==> src/rtl/cfg_chk_pkg.sv <==
package cfg_chk_pkg;
  localparam logic [31:0] ST_OK   = 32'h0000_0000;
  localparam logic [31:0] ST_FAIL = 32'hFFFF_FFFF;
  localparam logic [3:0]  RD_NARGS = 4'd4;
  localparam logic [3:0]  RD_NRET  = 4'd2;
  localparam logic [3:0]  WR_NARGS = 4'd5;
  localparam logic [3:0]  WR_NRET  = 4'd1;

  typedef struct packed {
    logic [7:0]  devfn;
    logic [11:0] off;
  } cfg_loc_t;
endpackage

==> src/rtl/cfg_req_validate.sv <==
module cfg_req_validate
  import cfg_chk_pkg::*;
#(
  parameter int unsigned          NUM_FUNCS = 4,
  parameter logic [NUM_FUNCS-1:0] FUNC_EXT  = '0,
  parameter logic [63:0]          BRIDGE_ID = 64'h0,
  localparam int unsigned         FW        = (NUM_FUNCS > 1) ? $clog2(NUM_FUNCS) : 1
) (
  input  logic          write_i,
  input  logic [3:0]    nargs_i,
  input  logic [3:0]    nret_i,
  input  logic [63:0]   bid_i,
  input  logic [7:0]    size_i,
  input  cfg_loc_t      loc_i,
  output logic          ok_o,
  output logic [FW-1:0] func_o,
  output logic [3:0]    be_o
);
  logic args_ok, size_ok, aligned, dev_hit, in_bounds;
  logic [1:0] lane;

  assign lane   = loc_i.off[1:0];
  assign func_o = loc_i.devfn[FW-1:0];

  always_comb begin
    if (write_i) args_ok = (nargs_i == WR_NARGS) && (nret_i == WR_NRET);
    else         args_ok = (nargs_i == RD_NARGS) && (nret_i == RD_NRET);
  end

  always_comb begin
    size_ok = 1'b1;
    aligned = 1'b1;
    be_o    = 4'b1111;
    case (size_i)
      8'd1: be_o = 4'b0001 << lane;
      8'd2: begin be_o = 4'b0011 << lane; aligned = ~lane[0]; end
      8'd4: aligned = (lane == 2'b00);
      default: size_ok = 1'b0;
    endcase
  end

  assign dev_hit   = (bid_i == BRIDGE_ID) && ({24'd0, loc_i.devfn} < NUM_FUNCS);
  assign in_bounds = FUNC_EXT[func_o] || (loc_i.off[11:8] == 4'd0);
  assign ok_o      = args_ok && size_ok && aligned && dev_hit && in_bounds;
endmodule

==> config.mk <==
export PLATFORM = sky130hd
export DESIGN_NAME = cfg_req_validate
export DESIGN_NICKNAME = d
export VERILOG_FILES = /design/src/rtl/cfg_chk_pkg.sv /design/src/rtl/cfg_req_validate.sv
export SDC_FILE = /design/constraint.sdc
export NUM_CORES = 1
export LEC_CHECK = 0
export ABC_AREA = 1
export ABC_CLOCK_PERIOD_IN_PS = 1700
export BUFFER_PORTS_ARGS = -buffer_cell sky130_fd_sc_hd__buf_2
export CORE_MARGIN = 3
export CORE_UTILIZATION = 26
export DETAILED_ROUTE_END_ITERATION = 6
export GPL_TIMING_DRIVEN = 0
export PLACE_DENSITY = 0.89
export SLEW_MARGIN = 20
export SYNTH_ARGS = -nofsm -noshare
export SYNTH_HDL_FRONTEND = slang
export SYNTH_SLANG_ARGS = --single-unit
==> constraint.sdc <==
create_clock -name vclk -period 1.7
set_input_delay 0.34 -clock vclk [all_inputs]
set_output_delay 0.34 -clock vclk [all_outputs]
set_load 0.02 [all_outputs]
==> results_dict.tcl <==
set metrics [dict create \
    drt_wl_total_um 1963 \
    die_y_um 49.16 \
    synth-seq-area-share_pct 0 \
    detail_route.vias_per_cell 4.214 \
    place_congestion 0.7229 \
    die_w_um 49.16 \
    yosysWarnings 0 \
    rsz0062_at_grt "true" \
    grt_pass1_wl_um 2898 \
    hold_path.class "in -> out" \
    nFillCells 172 \
    rows 14 \
    slew-limit-headroom_pct 81.58 \
    core_area_um2 1629 \
    drtPass1Iterations 4 \
    slew_violations 0 \
    grt.overflow.total 0 \
    finalSetupViolations 0 \
    hold_violations 0 \
    area_growth_pct 111.6 \
    nNetsFinal 322 \
    cp_max_fo 3 \
    fin_crit_sh_pct 95.18 \
    fmax_mhz 618.1 \
    diodes 0 \
    nClkBuffers 0 \
    maxCapViolations 0 \
    dp.cells 243 \
    antenna_found_initial 0 \
    stdcell_count 243 \
    outcome "completed" \
    cellPowerDensity_nw_per_um2 159.3 \
    crit_family "simple AND/OR/NAND/NOR gates" \
    p_leak_nw 0.5851 \
    drt-met1-wl_um 705 \
    synth_cells 119 \
    cts-hold-fix-buffers 0 \
    cpMaxStageDelayCell "nor2_1" \
    fin_util_pct 62.90 \
    syn_area_per_cell_um2 4.069 \
    hold_ws_ns 0.8976 \
    vias 1024 \
    path_class "in -> out" \
    drtIter0Drc 4 \
    io_buffers 100 \
    wl_met2_um 1039 \
    grt_max_degree 6 \
    min_to "func_o[1]" \
    ant_nets 0 \
    grt_usage_pct 13.92 \
    crit_path_cell_trace "buf_2, nor2_1, nand2_1, nor2_1, nor2_2, nor2_2, nand3_1, nor2_1, buf_4" \
    cpMostUsedCell "nor2_1" \
    critPathBufInv 2 \
    synthDistinctLibCells 11 \
    die-area_um2 2416 \
    start_util_pct 29.72 \
    irDropWorstVdd_v 0.0001115 \
    regArea_um2 0 \
    fin_setup_tns_ns 0 \
    whs_path_depth 2 \
    drive_gt1_share_pct 48.86 \
    wl_per_cell_um 8.078 \
    hold_start "loc_i[13]" \
    startpoint_type "input port" \
    top_layer_used "met3" \
    worstMarginPinSlew_ns 0.2743 \
    synth_nets 220 \
    met3_length_um 218 \
    min_period_ns 1.618 \
    crit_path_max_incr_delay_ns 0.17 \
    worstSetupEndpointType "output port" \
    num_io_pins 108 \
    syn_area_um2 484.2 \
    nFlopsAndLatches 0 \
    grt_pass1_vias 848 \
    crit_arrival_ns 1.28 \
    dpl.hpwl_um 1884 \
    cp_data_required_time_ns 1.36 \
    drc_errors 0 \
]
## worst max path at each step
stage | end | depth (start not counted) | startpoint | slack, ns
2_1_floorplan | be_o[1] | 5 | size_i[5] | 0.12
3_3_place_gp | ok_o | 9 | size_i[3] | 0.05
3_5_place_dp | ok_o | 9 | size_i[3] | 0.05
4_1_cts | ok_o | 9 | size_i[3] | 0.04
5_1_grt | ok_o | 9 | size_i[3] | -0.08
6_report | ok_o | 9 | size_i[5] | 0.08
## cell usage after synthesis, drive strengths merged
library cell | instances | share of area [%]
buf | 2 | 3.1
inv | 7 | 5.4
nand2 | 31 | 24
nand3 | 5 | 5.2
nor2 | 67 | 53
nor3 | 1 | 1.0
o211ai | 1 | 1.6
o21ai | 3 | 3.1
or2 | 1 | 1.3
xnor2 | 1 | 1.8
## cells by family after synthesis
group | synth area share [%]
AND/OR/NAND/NOR | 85.01
XOR/XNOR | 1.809
buffers and inverters | 8.527
AO/OA/AOI/OAI | 4.651
## final cells by class
cell class	instances	area [um^2]	area share [%]
well taps	24	30.03	2.930
repair buffers	100	503.0	49.08
plain buffers	2	15.01	1.465
inverters	7	26.28	2.564
multi-input cells	110	450.4	43.96
## per-stage QoR
stage	area [um^2]	worst slack, ns	total power, mW
final	1025	0.08202	0.1633
after global routing	1025	-0.07837	0.1861
after CTS	1015	0.04103	0.1627
after detailed placement	1015	0.04595	0.1623
after global placement	1015	0.05424	0.1588
after floorplan	484.2	0.1248	0.05058
## where the power goes
| group | switching, mW | total, mW | internal [mW] |
|---|---|---|---|
| clock | 0 | 0 | 0 |
| combinational | 0.0629 | 0.163 | 0.100 |
| sequential | 0 | 0 | 0 |
| total | 0.0629 | 0.163 | 0.100 |
## cells in the final DEF (no fill, tap or decap)
| cell type | n |
|---|---|
| nor3_1 | 1 |
| o21ai_0 | 3 |
| or2_2 | 1 |
| inv_1 | 7 |
| buf_4 | 3 |
| xnor2_1 | 1 |
| o211ai_1 | 1 |
| nor2_2 | 3 |
| nand3_1 | 5 |
| nor2_1 | 63 |
| nand2_1 | 31 |
| nor2_4 | 1 |
| buf_2 | 99 |
## what timing repair did
| action | in CTS | in global routing |
|---|---|---|
| setup buffers | 0 | 0 |
| gates resized for setup | 0 | 3 |
| endpoints found under the setup margin | 0 | 3 |
## metal layers
layer	global-route usage [%]	vias up
met4	0	0
met2	28.35	58
li1	-	561
met1	15.40	405
met5	0	-
met3	2.446	0
(Power assumes the default switching activity.)
